==> src/rtl/qam_tx_pkg.sv <==
`timescale 1ns/1ps
package qam_tx_pkg;
  localparam int BITS_PER_SYM = 4;
  localparam int LVL_W = 3;

  // Gray-coded axis level
  function automatic logic signed [LVL_W-1:0] axis_level(input logic [1:0] pair);
    case (pair)
      2'b00:   axis_level = -3'sd3;
      2'b01:   axis_level = -3'sd1;
      2'b11:   axis_level = 3'sd1;
      default: axis_level = 3'sd3;
    endcase
  endfunction

  // Triangular pulse tap
  function automatic int shape_tap(input int k, input int sps, input int nsym);
    int up, dn;
    up = k + 1;
    dn = sps * nsym - k;
    return (up < dn) ? up : dn;
  endfunction
endpackage

==> src/rtl/qam_bit_packer.sv <==
`timescale 1ns/1ps
module qam_bit_packer #(
  parameter int J = 4
) (
  input  logic         clk_i,
  input  logic         rst_ni,
  input  logic         bit_valid_i,
  input  logic         bit_i,
  output logic         bit_ready_o,
  input  logic         sym_tick_i,
  output logic [J-1:0] word_o,
  output logic         word_valid_o
);
  localparam int CNTW = $clog2(J);

  logic [CNTW-1:0] cnt_q;
  logic [J-2:0]    shreg_q;
  logic [J-1:0]    pend_q;
  logic            pend_valid_q;
  logic            take;

  assign bit_ready_o = !((cnt_q == CNTW'(J-1)) && pend_valid_q && !sym_tick_i);
  assign take        = bit_valid_i && bit_ready_o;

  always_ff @(posedge clk_i or negedge rst_ni) begin
    if (!rst_ni) begin
      cnt_q        <= '0;
      shreg_q      <= '0;
      pend_q       <= '0;
      pend_valid_q <= 1'b0;
    end else begin
      if (sym_tick_i) pend_valid_q <= 1'b0;
      if (take) begin
        if (cnt_q == CNTW'(J-1)) begin
          cnt_q        <= '0;
          pend_q       <= {shreg_q, bit_i};
          pend_valid_q <= 1'b1;
        end else begin
          cnt_q   <= cnt_q + 1'b1;
          shreg_q <= {shreg_q[J-3:0], bit_i};
        end
      end
    end
  end

  assign word_o       = pend_q;
  assign word_valid_o = pend_valid_q;
endmodule

==> src/rtl/qam_quarter_sine.sv <==
`timescale 1ns/1ps
module qam_quarter_sine #(
  parameter int QB = 6,
  parameter int CW = 16
) (
  input  logic [QB+1:0]        phase_i,
  output logic signed [CW-1:0] val_o
);
  localparam int QN  = 1 << QB;
  localparam int AMP = (1 << (CW-1)) - 1;

  logic signed [CW-1:0] tbl [0:QN];

  for (genvar k = 0; k <= QN; k++) begin : g_tbl
    localparam real ANG = 3.14159265358979 * k / (2.0 * QN);
    localparam int  V   = int'($floor(AMP * $sin(ANG) + 0.5));
    assign tbl[k] = V[CW-1:0];
  end

  logic [1:0]           quad;
  logic [QB:0]          idx, ridx;
  logic signed [CW-1:0] mag;

  always_comb begin
    quad  = phase_i[QB+1:QB];
    idx   = {1'b0, phase_i[QB-1:0]};
    ridx  = (QB+1)'(QN) - idx;
    mag   = quad[0] ? tbl[ridx] : tbl[idx];
    val_o = quad[1] ? -mag : mag;
  end
endmodule

==> src/rtl/qam_polyphase_fir.sv <==
`timescale 1ns/1ps
module qam_polyphase_fir
  import qam_tx_pkg::*;
#(
  parameter int SPS  = 8,
  parameter int NSYM = 2,
  parameter int SW   = 3,
  parameter int OW   = 9,
  localparam int PHW = $clog2(SPS)
) (
  input  logic                 clk_i,
  input  logic                 rst_ni,
  input  logic                 tick_i,
  input  logic signed [SW-1:0] sym_i,
  input  logic [PHW-1:0]       ph_i,
  output logic signed [OW-1:0] shaped_o
);
  logic signed [SW-1:0] dly_q [NSYM];

  always_ff @(posedge clk_i or negedge rst_ni) begin
    if (!rst_ni) begin
      for (int j = 0; j < NSYM; j++) dly_q[j] <= '0;
    end else if (tick_i) begin
      dly_q[0] <= sym_i;
      for (int j = 1; j < NSYM; j++) dly_q[j] <= dly_q[j-1];
    end
  end

  // only the nonzero phase of the upsampled stream is computed
  always_comb begin
    shaped_o = '0;
    for (int j = 0; j < NSYM; j++)
      shaped_o = shaped_o + OW'(dly_q[j]) *
                 OW'(shape_tap(j*SPS + int'(ph_i), SPS, NSYM));
  end
endmodule

==> src/rtl/qam_mod_tx.sv <==
`timescale 1ns/1ps
module qam_mod_tx
  import qam_tx_pkg::*;
#(
  parameter int SPS       = 8,
  parameter int NSYM      = 2,
  parameter int PHASE_W   = 16,
  parameter int PHASE_INC = 16384,
  parameter int LUT_BITS  = 6,
  parameter int CAR_W     = 16,
  parameter int OUT_W     = 16,
  parameter int RND_SHIFT = 3
) (
  input  logic                    clk_i,
  input  logic                    rst_ni,
  input  logic                    bit_valid_i,
  input  logic                    bit_i,
  output logic                    bit_ready_o,
  output logic signed [OUT_W-1:0] sample_o
);
  localparam int PHW  = $clog2(SPS);
  localparam int SHW  = LVL_W + $clog2(SPS+1) + $clog2(NSYM) + 1;
  localparam int PRW  = SHW + CAR_W;
  localparam int SUMW = PRW + 1;
  localparam logic signed [SUMW-1:0] OMAX = SUMW'(2**(OUT_W-1) - 1);
  localparam logic signed [SUMW-1:0] OMIN = -OMAX - 1;
  localparam logic signed [SUMW-1:0] RHALF = SUMW'(1 << (RND_SHIFT-1));

  logic [PHW-1:0]     ph_q;
  logic [PHASE_W-1:0] acc_q;
  logic               tick;
  logic [BITS_PER_SYM-1:0] word;
  logic               word_valid;

  assign tick = (ph_q == PHW'(SPS-1));

  always_ff @(posedge clk_i or negedge rst_ni) begin
    if (!rst_ni) begin
      ph_q  <= '0;
      acc_q <= '0;
    end else begin
      ph_q  <= tick ? '0 : ph_q + 1'b1;
      acc_q <= acc_q + PHASE_W'(PHASE_INC);
    end
  end

  qam_bit_packer #(.J(BITS_PER_SYM)) u_packer (
    .clk_i, .rst_ni, .bit_valid_i, .bit_i, .bit_ready_o,
    .sym_tick_i(tick), .word_o(word), .word_valid_o(word_valid)
  );

  logic signed [LVL_W-1:0] lvl   [2];
  logic [LUT_BITS+1:0]     car_ph[2];
  logic signed [SHW-1:0]   shaped[2];
  logic signed [CAR_W-1:0] car   [2];
  logic signed [PRW-1:0]   prod  [2];

  // branch 0: in-phase x cosine, branch 1: quadrature x sine
  for (genvar b = 0; b < 2; b++) begin : g_br
    localparam int MSB = BITS_PER_SYM - 1 - 2*b;
    logic [PHASE_W-1:0] ph_full;
    assign lvl[b]   = word_valid ? axis_level(word[MSB -: 2]) : '0;
    assign ph_full  = (b == 0) ? acc_q + PHASE_W'(1 << (PHASE_W-2)) : acc_q;
    assign car_ph[b] = ph_full[PHASE_W-1 -: LUT_BITS+2];

    qam_polyphase_fir #(.SPS(SPS), .NSYM(NSYM), .SW(LVL_W), .OW(SHW)) u_fir (
      .clk_i, .rst_ni, .tick_i(tick), .sym_i(lvl[b]), .ph_i(ph_q), .shaped_o(shaped[b])
    );

    qam_quarter_sine #(.QB(LUT_BITS), .CW(CAR_W)) u_lut (
      .phase_i(car_ph[b]), .val_o(car[b])
    );

    assign prod[b] = PRW'(shaped[b]) * PRW'(car[b]);
  end

  logic signed [SUMW-1:0] sum, rnd;
  logic signed [OUT_W-1:0] sat;

  always_comb begin
    sum = SUMW'(prod[0]) + SUMW'(prod[1]);
    rnd = (sum + RHALF) >>> RND_SHIFT;
    if (rnd > OMAX)      sat = OMAX[OUT_W-1:0];
    else if (rnd < OMIN) sat = OMIN[OUT_W-1:0];
    else                 sat = rnd[OUT_W-1:0];
  end

  always_ff @(posedge clk_i or negedge rst_ni) begin
    if (!rst_ni) sample_o <= '0;
    else         sample_o <= sat;
  end
endmodule

==> config.mk <==
export PLATFORM = sky130hd
export DESIGN_NAME = qam_mod_tx
export DESIGN_NICKNAME = d
export VERILOG_FILES = /design/src/rtl/qam_tx_pkg.sv /design/src/rtl/qam_bit_packer.sv /design/src/rtl/qam_quarter_sine.sv /design/src/rtl/qam_polyphase_fir.sv /design/src/rtl/qam_mod_tx.sv
export SDC_FILE = /design/constraint.sdc
export NUM_CORES = 1
export LEC_CHECK = 0
export ABC_AREA = 1
export CORE_UTILIZATION = 30
export CTS_BUF_LIST = sky130_fd_sc_hd__clkbuf_4 sky130_fd_sc_hd__clkbuf_8
export CTS_CLUSTER_SIZE = 24
export DETAILED_ROUTE_END_ITERATION = 8
export PLACE_DENSITY = 0.45
export SLEW_MARGIN = 20
export SYNTH_ARGS = -nofsm -noshare
export SYNTH_HDL_FRONTEND = slang
export SYNTH_SLANG_ARGS = --single-unit
export TNS_END_PERCENT = 50
==> constraint.sdc <==
create_clock -name clk_i -period 15.5 [get_ports clk_i]
set_input_delay 1.55 -clock clk_i [delete_from_list [all_inputs] [get_ports clk_i]]
set_output_delay 1.55 -clock clk_i [all_outputs]
set_load 0.01 [all_outputs]
# Word level (Yosys, flattened, before mapping)
# Memories as Yosys holds them, arrays and structs flattened.
# Cells that the tools add are included.
dict set report totals {
  register_bits 57
  latch_bits 0
  ramBits 0
  mem_bits_ro 8192
  input_bits 4
  out_inout_bits 17
  elab_cells 90
  mem_count 4
}
# name depth word_bits read_ports rd_clocked_by_memory_dff write_ports line_no
set mem_list {}
lappend mem_list {{(no name shown)} 128 16 1 0 0 qam_quarter_sine.sv:28} ;# mag = quad[0] ? tbl[ridx] : tbl[idx];
lappend mem_list {{(no name shown)} 128 16 1 0 0 qam_quarter_sine.sv:28}
lappend mem_list {{(no name shown)} 128 16 1 0 0 qam_quarter_sine.sv:28}
lappend mem_list {{(no name shown)} 128 16 1 0 0 qam_quarter_sine.sv:28}
dict set report op_classes {
  addsub 16
  mul 6
  n_div 0
  magnitude_cmp 8
  n_eq_ne 6
  shifts 0
  mux 25
  n_bitwise 5
  reduce_logical 9
}
# cell count
set op_table {}
lappend op_table {{$mux 16} 14}
lappend op_table {{$mul 9x16->25} 2}
lappend op_table {{$mul 3x9->9} 4}
lappend op_table {{$ge 8x8->1 const B} 4}
lappend op_table {{$lt 32x32->1} 1}
lappend op_table {{$neg 16->16} 2}
lappend op_table {{$add 25x25->26} 1}
lappend op_table {{$add 26x4->26 const B} 1}
lappend op_table {{$gt 23x16->1 const B} 1}
lappend op_table {{$lt 23x16->1 const B} 1}
lappend op_table {{$add 9x9->9} 2}
lappend op_table {{$mux 9} 2}
lappend op_table {{$pmux 3 s3} 2}
lappend op_table {{$add 16x15->16 const B} 1}
lappend op_table {{$not 6->8} 2}
lappend op_table {{$not 7->8} 2}
lappend op_table {{$sub 7x6->7 const A} 2}
lappend op_table {{$mux 3} 3}
lappend op_table {{$add 5x1->6 const B} 1}
lappend op_table {{$eq 2x2->1 const B} 3}
lappend op_table {{$lt 5x6->1} 1}
lappend op_table {{$sub 5x3->6 const A} 1}
lappend op_table {{$sub 5x5->6 const A} 1}
lappend op_table {{$add 4x3->5 const A} 1}
lappend op_table {{other kinds (12)} 20}

# Logic depth before layout (Yosys ltp)
# Gate-level depths: netlist of run 1.
dict set report logic_depth {
  word_depth 15
  depth_mapped 60
}

# By module
# From an unflattened synthesis of run 1, not the netlist that was laid out.
dict set report unflattened {
  hier_cells 3314
  hier_area_um2 22497.8
}
# mod n_inst cells_each area_per_inst_um2 seq_area_each_um2
set by_module_without_submodules {}
lappend by_module_without_submodules {qam_mod_tx 1 1484 11928.9 525.5}
lappend by_module_without_submodules {qam_quarter_sine 2 703 3577.2 0.0}
lappend by_module_without_submodules {qam_polyphase_fir 2 189 1492.7 150.1}
lappend by_module_without_submodules {qam_bit_packer 1 46 429.2 250.2}

# Worst setup path before layout of run 1
# No wires, ideal clock.
dict set report synth_timing {
  path_kind {register -> register}
  from {register ph_q[0]}
  to {register sample_o[11]}
  arrival_time_ns 10.364
  setup_slack_ns 5.020
  path_stages_with_launch 48
  n_path_buf 1
  period_less_slack_ns 10.480
  path_cell_list {dfrtp_1 -> inv_1 -> ha_1 -> ha_1 -> a21oi_1 -> nor2_1 -> nor2_1 -> nand2_1 -> o21ai_0 -> nand2_1 -> fa_1 -> fa_1 -> fa_1 -> fa_1 -> inv_1 -> ha_1 -> nand3_1 -> nand2_1 -> [12 not listed] -> fa_1 -> inv_1 -> ha_1 -> ha_1 -> nand2_2 -> nor2_1 -> nand2_1 -> nor2_1 -> nand2_1 -> nand3_1 -> nand2_1 -> nand2_1 -> nand3_1 -> nor2_2 -> nand3_2 -> nand2_4 -> buf_12 -> nand2_1}
}
dict set report synth_via {
  elab_chain_len 12
  elab_cells_between_ends 23
  classes_between {add/sub (9); mul (6); order compare (4); mux (4)}
}
# item line_no
set synth_rtl {}
lappend synth_rtl {{start: declaration} qam_mod_tx.sv:29} ;# logic [PHW-1:0] ph_q;
lappend synth_rtl {{start signal: assignment} qam_mod_tx.sv:42} ;# ph_q <= tick ? '0 : ph_q + 1'b1;
lappend synth_rtl {{$add 4x3->5} qam_polyphase_fir.sv:34} ;# OW'(shape_tap(j*SPS + int'(ph_i), SPS, NSYM));
lappend synth_rtl {{$add 5x1->6 or $sub 5x5->6 (tied branches)} {qam_tx_pkg.sv:19, qam_tx_pkg.sv:20}}
lappend synth_rtl {{$lt 32x32->1} qam_tx_pkg.sv:21} ;# return (up < dn) ? up : dn;
lappend synth_rtl {{$mux 9} qam_tx_pkg.sv:21}
lappend synth_rtl {{$mul 3x9->9} qam_polyphase_fir.sv:33} ;# shaped_o = shaped_o + OW'(dly_q[j]) *
lappend synth_rtl {{$add 9x9->9} qam_polyphase_fir.sv:33}
lappend synth_rtl {{$mul 9x16->25} qam_mod_tx.sv:74} ;# assign prod[b] = PRW'(shaped[b]) * PRW'(car[b]);
lappend synth_rtl {{$add 25x25->26 *} qam_mod_tx.sv:81} ;# sum = SUMW'(prod[0]) + SUMW'(prod[1]);
lappend synth_rtl {{$add 26x4->26 *} qam_mod_tx.sv:82} ;# rnd = (sum + RHALF) >>> RND_SHIFT;
lappend synth_rtl {{$lt 23x16->1} qam_mod_tx.sv:84} ;# else if (rnd < OMIN) sat = OMIN[OUT_W-1:0];
lappend synth_rtl {{$mux 16} qam_mod_tx.sv:84}
lappend synth_rtl {{$mux 16 *} qam_mod_tx.sv:83} ;# if (rnd > OMAX) sat = OMAX[OUT_W-1:0];
lappend synth_rtl {{named net sat[11]} qam_mod_tx.sv:78} ;# logic signed [OUT_W-1:0] sat;
lappend synth_rtl {{end signal: assignment} qam_mod_tx.sv:90} ;# else sample_o <= sat;
lappend synth_rtl {{end: declaration} qam_mod_tx.sv:19} ;# output logic signed [OUT_W-1:0] sample_o
# The timed path passes the listed nets; every way through them passes the cells marked *.
# A chain may end at the register's enable or synchronous reset.

# Worst setup path after layout of run 1
dict set report layout_timing {
  from {register ph_q[0]}
  to {register sample_o[14]}
}
# The elaborated chain is that of the path after synthesis.

==> results of run 1 <==
==> kinds of logic (layout without fill, tap and decap cells) <==
logic type | count (synthesis) | in the layout | share of synthesized area
XOR/XNOR | 42 | 42 | 0.03353
AO/OA/AOI/OAI | 71 | 71 | 0.03638
flip-flops | 41 | 41 | 0.09351
buffers and inverters | 371 | 389 | 0.1299
AND/OR/NAND/NOR | 370 | 370 | 0.1447
other | 2 | 8 | 0.0006845
adder cells (fa/ha/maj) | 365 | 365 | 0.5613
==> layer usage <==
layer | global-route usage | up-vias | part of all wire
met5 | 0 | - | 0
met4 | 0.03585 | 0 | 0.024
met3 | 0.01674 | 35 | 0.018
met2 | 0.2523 | 90 | 0.49
met1 | 0.2046 | 3628 | 0.47
li1 | - | 3741 | -
==> critical path: cells and delay by family, from the launching register on <==
kind            cells  cell delay (ns)
compound gates      6             1.61
flops               1             0.47
simple gates       12             1.16
buf+inv            10             0.86
xor+xnor            2             0.53
fa+ha+maj          15             7.12
==> synth_stat cells <==
cell type  count
nand2_1      215
nand2b_1       2
inv_1        356
conb_1         2
fa_1         212
xnor2_1       23
inv_2          5
nand3_2        4
nand3_1       28
nor3_2         3
and2_1         1
nand2_2       17
clkbuf_1       8
nor2_2         7
nand3b_1       2
ha_1         153
nor2_1        78
nor3_1         3
nand2_4        2
nand4_2        1
xor2_1        19
a21oi_2        1
o21ai_0       24
dfrtp_1       41
o21bai_1       6
nand4_1        6
a21o_1         7
a21oi_1       31
or2_2          1
buf_12         2
o32ai_1        2
==> area by class of cell <==
cell class	count	area (sq um)
Multi-Input combinational cell	856	8543
Clock inverter	1	7.507
Tap cell	461	576.8
Fill cell	3861	23950
Inverter	361	1355
Sequential cell	41	1026
Clock buffer	6	82.58
Timing Repair Buffer	21	205.2
==> flip-flops by register name, summed over array words and instances, names as in the netlist <==
signal	cells
sample_o	16
g_br.u_fir.dly_q	10
u_packer.word_o	4
ph_q	3
u_packer.shreg_q	3
acc_q	2
u_packer.cnt_q	2
u_packer.word_valid_o	1
==> worst paths after layout <==
check	slack, ns	cells past startpoint	start	to
worst max-delay path	3.63	45	ph_q[0]$_DFF_PN0_	sample_o[14]$_DFF_PN0_
worst min-delay path	0.49	2	u_packer.shreg_q[0]$_DFFE_PN0P_	u_packer.shreg_q[0]$_DFFE_PN0P_
max in group asynchronous	13.88	1	rst_ni	sample_o[11]$_DFF_PN0_
worst max register to register	3.63	45	ph_q[0]$_DFF_PN0_	sample_o[14]$_DFF_PN0_
min in group asynchronous	1.22	1	rst_ni	ph_q[0]$_DFF_PN0_
worst min register to register	0.49	2	u_packer.shreg_q[0]$_DFFE_PN0P_	u_packer.shreg_q[0]$_DFFE_PN0P_
==> stage by stage <==
stage	hold slack (ns)	utilization
5_1_grt	0.5295	0.3300
4_1_cts	0.4999	0.3300
3_5_place_dp	0.4788	0.3275
2_1_floorplan	0.4528	-
3_3_place_gp	0.4682	0.3275
6_report	0.4945	0.3300
==> metrics.txt, run 1 <==
CTS buffer count=5; Yosys top cell area share=0.3868; Final HPWL DP=around 24000 um; initial antenna violation count=0; register area share after synthesis=0.09351; Final setup violation count=0; max_slew headroom=0.4756; # nets final=1655; Yosys warning count=0; global route overflow=0; CP arrival=around 12 ns; critical path fanouts, max=7; slowest cell on the critical path=fa_1; Clock Latency Late Sink=0.33 ns; GPL Wtd Cong=0.8731; Detailed Routing Iterations Pass 1=4; largest net degree at the start of global routing=42; gate count of the mapped netlist=between 1000 and 1500; outcome=finished clean; Synth Area per Inst=~8.7 sq um; library cells used by synthesis=31; CTS clk-pin slew, worst paths=roughly 0.1 ns; Clk Tree Root Cell=clkbuf_8; slew at the pin closest to its max-slew limit=0.7783 ns; leading cell types in the layout, fill and taps excluded=inv_1 (356), nand2_1 (215), fa_1 (212); # diodes=0; clock sinks=a little over 40; DR iter-0 viols=300; Max Clock Freq=about 0.084 GHz; Starting Density=0.3070; Max Cap Viol=0; Setup Buffers After CTS=0; Worst path max stage delay=approximately 0.73 ns; htree depth=2; design area=~0.012 sq mm; global-route wire length before repair=~44000 um; Final Cycle Share=0.7655; # IOs=21; synthesized cell area=0.01097 sq mm; hold_buf cts=0; RSZ-0062 raised after global routing=no; Vias/cell=between 4 and 5; DRC viols=0; # resized after CTS=0; Synth area leader=fa_1; critical path endpoint category=register; most used cell, CP=fa_1; #FFs+latches synth=~40; Final Skew=roughly 0.018 ns; routed vias=7494; Post-Route WL=25560 um; Die W=around 190 um; fin. max-slew vios=0; TNS Setup=0 ns; worst setup margin=around 3.6 ns; Tot GR Track Use=0.1495; Final min period=11.87 ns; Worst EP required=15.73 ns; Synth-to-Final Area Change=7.515%; Die ar.=~0.037 sq mm; clock buffer depth=2; core area=0.03574 sq mm; CTS tree=built; top post-synthesis cells by area=fa_1 (39%), ha_1 (17%), inv_1 (12%); leading cell type in the layout, fill and taps excluded=inv_1; share of cells above drive strength 1=0.03888; vias in the first global route=8322; # rows=69; Post-DP Area=around 0.012 sq mm; Antenna Nets Post-Route=0; cell count after placement=around 1700; Fin. Hold Viols=0; die extent in y=just under 200 um; Setup WS pre-CTS=approximately 3.7 ns; port buffer count=20; drt wl/cell=14.63 um; critical path class=register to register; fin cells=between 1500 and 2000; min-delay worst type=register to register; CP Launch Type=register
Power of run 1 is left out: the tool's default activity adds up to more than one toggle a clock period on the data nets, which glitch-free logic cannot reach.
==> inputs of run 2 (changes only) <==
--- a/config.mk
+++ b/config.mk
@@ -10,7 +10,7 @@
 export CTS_BUF_LIST = sky130_fd_sc_hd__clkbuf_4 sky130_fd_sc_hd__clkbuf_8
 export CTS_CLUSTER_SIZE = 24
 export DETAILED_ROUTE_END_ITERATION = 8
-export PLACE_DENSITY = 0.45
+export PLACE_DENSITY = 0.47
 export SLEW_MARGIN = 20
 export SYNTH_ARGS = -nofsm -noshare
 export SYNTH_HDL_FRONTEND = slang
==> constraint.sdc (replaced) <==
create_clock -name clk_i -period 10 [get_ports clk_i]
set_input_delay 1 -clock clk_i [delete_from_list [all_inputs] [get_ports clk_i]]
set_output_delay 1 -clock clk_i [all_outputs]
set_load 0.01 [all_outputs]
==> run 2 against run 1 <==
  * The run now ends with negative setup slack left
  * Die area did not move
  * Setup slack lost 4.1 ns
  * Core utilization increased by 6.5 points
  * Non-clock buffer count increased by 183
  * Clock skew fell by 0.00070 ns
  * Sequential share of layout area down 1.4 points
  * Largest cell class unchanged
  * Register-to-register slack got worse by 4.1 ns
==> metrics.txt, run 2 (synthesis gave the netlist of run 1 again) <==
outcome=finished, violations left; failing checks=negative setup slack; Max Cap Viol=0 (unchanged); Clock Latency Late Sink=0.34 ns (about the same); Antenna Nets Post-Route=0 (unchanged); largest net degree at the start of global routing=42 (unchanged); critical path endpoint category=register; worst flop-to-flop path startpoint=ph_q[1]$_DFF_PN0_; GPL Wtd Cong=0.8496 (-2.7%); drt wl/cell=14.48 um (-1.0%); min-delay worst type=register to register; share of cells above drive strength 1=0.2643 (+0.2254); Fin. Hold Viols=0 (unchanged); Post-Route WL=27990 um (+9.5%); slew at the pin closest to its max-slew limit=0.5795 ns (-0.1988 ns); initial antenna violation count=0 (unchanged); Reg2Reg Capture Point=sample_o[3]$_DFF_PN0_; Final Util=0.3955 (+0.06543); TNS Setup=-7.325 ns (-7.325 ns); global-route wire length before repair=47860 um (+8.7%); core area=0.03574 sq mm (unchanged); port buffer count=20 (unchanged); Detailed Routing Iterations Pass 1=4 (unchanged); leading cell types in the layout, fill and taps excluded=inv_1 (342), fa_1 (198), buf_4 (183); leading cell type in the layout, fill and taps excluded=inv_1; # IOs=21 (unchanged); fin. max-slew vios=0 (unchanged); fin cells=1933 (+11%); Worst R2R Path Depth=51 (+13%); Max Clock Freq=0.09530 GHz (+13%); critical path fanouts, max=8 (+1); Tot GR Track Use=0.1620 (+0.01249); Final Skew=0.01754 ns (-0.0006958 ns); Final setup violation count=16 (+16); DRC viols=0 (unchanged); Top reg by flops=sample_o; slowest cell on the critical path=fa_2; Worst path max stage delay=0.59 ns (-0.14 ns); # nets final=1840 (+11%); RSZ-0062 raised after global routing=yes; Final Cycle Share=1.049 (+0.2838); Filler cells=3671 (-4.9%); Starting Density=0.3070 (unchanged); # diodes=0 (unchanged); CP arrival=10.76 ns (-1.34 ns); htree depth=2 (unchanged); max reg flops=16 (unchanged); CTS clk-pin slew, worst paths=0.11 ns (about the same); DR iter-0 viols=265 (-12%); cell count after placement=1909 (+9.7%); Hold WS=0.4960 ns (+0.001501 ns); global route overflow=0 (unchanged); Clk Tree Root Cell=clkbuf_8; Crit. Startpoint=ph_q[1]$_DFF_PN0_; Vias/cell=4.259 (-0.71%); die extent in y=193.2 um (unchanged); vias in the first global route=9323 (+12%); CTS buffer count=5 (unchanged); clock buffer depth=2 (unchanged); clock sinks=41 (unchanged); Final HPWL DP=24570 um (+4.4%); critical path class=register to register; flop2flop setup slack=-0.49 ns (-4.13 ns); # rows=69 (unchanged); routed vias=8233 (+9.9%); Worst Setup EP=sample_o[3]$_DFF_PN0_; worst setup margin=-0.4933 ns (-4.127 ns); max_slew headroom=0.6137 (+0.1380); most used cell, CP=nand2_2; Final min period=10.49 ns (-1.373 ns); Worst EP required=10.27 ns (-5.46 ns); Synth-to-Final Area Change=28.83%; CTS tree=built; Die W=193.2 um (unchanged); Die ar.=0.03734 sq mm (unchanged); CP Launch Type=register
## run 2: cell types whose count changed in the layout (fill, tap and decap cells not counted), moves of 16 or more
cell,before,now
buf_4,2,183
nand2_1,215,175
nand2_2,17,51
ha_1,153,124
ha_4,0,29
a21oi_1,31,13
a21oi_2,1,18
nor2_1,78,62
## run 2: how the worst min path moves through the flow
stage	from	end	slack (ns)	depth (start not counted)
CTS	u_packer.cnt_q[1]$_DFFE_PN0P_	u_packer.cnt_q[1]$_DFFE_PN0P_	0.50	2
finish	u_packer.shreg_q[1]$_DFFE_PN0P_	u_packer.shreg_q[1]$_DFFE_PN0P_	0.50	2
global placement	u_packer.cnt_q[1]$_DFFE_PN0P_	u_packer.cnt_q[1]$_DFFE_PN0P_	0.47	2
floorplan	u_packer.cnt_q[1]$_DFFE_PN0P_	u_packer.cnt_q[1]$_DFFE_PN0P_	0.45	2
global route	u_packer.shreg_q[1]$_DFFE_PN0P_	u_packer.shreg_q[1]$_DFFE_PN0P_	0.52	2
detailed placement	u_packer.cnt_q[1]$_DFFE_PN0P_	u_packer.cnt_q[1]$_DFFE_PN0P_	0.48	2
## run 2: metal layers
layer	wire length, um	global-route usage
met4	764	0.04385
met2	14000	0.2837
met3	749	0.01900
met1	12480	0.2108
met5	0	0
## run 2: timing repair
action | CTS | global route
gates resized for setup | 120 | 56
buffers inserted | 6 | 8
pin swaps | 69 | 34
cloned | 2 | 0
hold buffers | 0 | 0
setup endpoints to repair | 16 | 16
## run 2: area by class of cell
class                           instances  area (sq um)  share of cell area
Multi-Input combinational cell        858          9447              0.6683
Timing Repair Buffer                  204          1587              0.1122
Inverter                              361          1360             0.09622
Sequential cell                        41          1027             0.07267
Tap cell                              461         576.8             0.04081
Clock buffer                            5         68.82            0.004869
Clock inverter                          3         68.82            0.004869
## run 2: critical path, delay by kind of cell (launching register included)
kind | cells | cell delay (ns)
simple gates | 22 | 1.85
buf+inv | 7 | 0.50
compound gates | 6 | 0.84
xor+xnor | 1 | 0.27
fa+ha+maj | 15 | 6.52
flops | 1 | 0.44
## run 2: through the flow
stage,area (sq um),setup slack (ns)
finish,14130,-0.4933
global route,14130,-1.012
CTS,13840,-0.3986
detailed placement,13070,-0.7891
global placement,13070,-0.6584
floorplan,11090,0.01380
Power of run 2 is left out for the same reason.
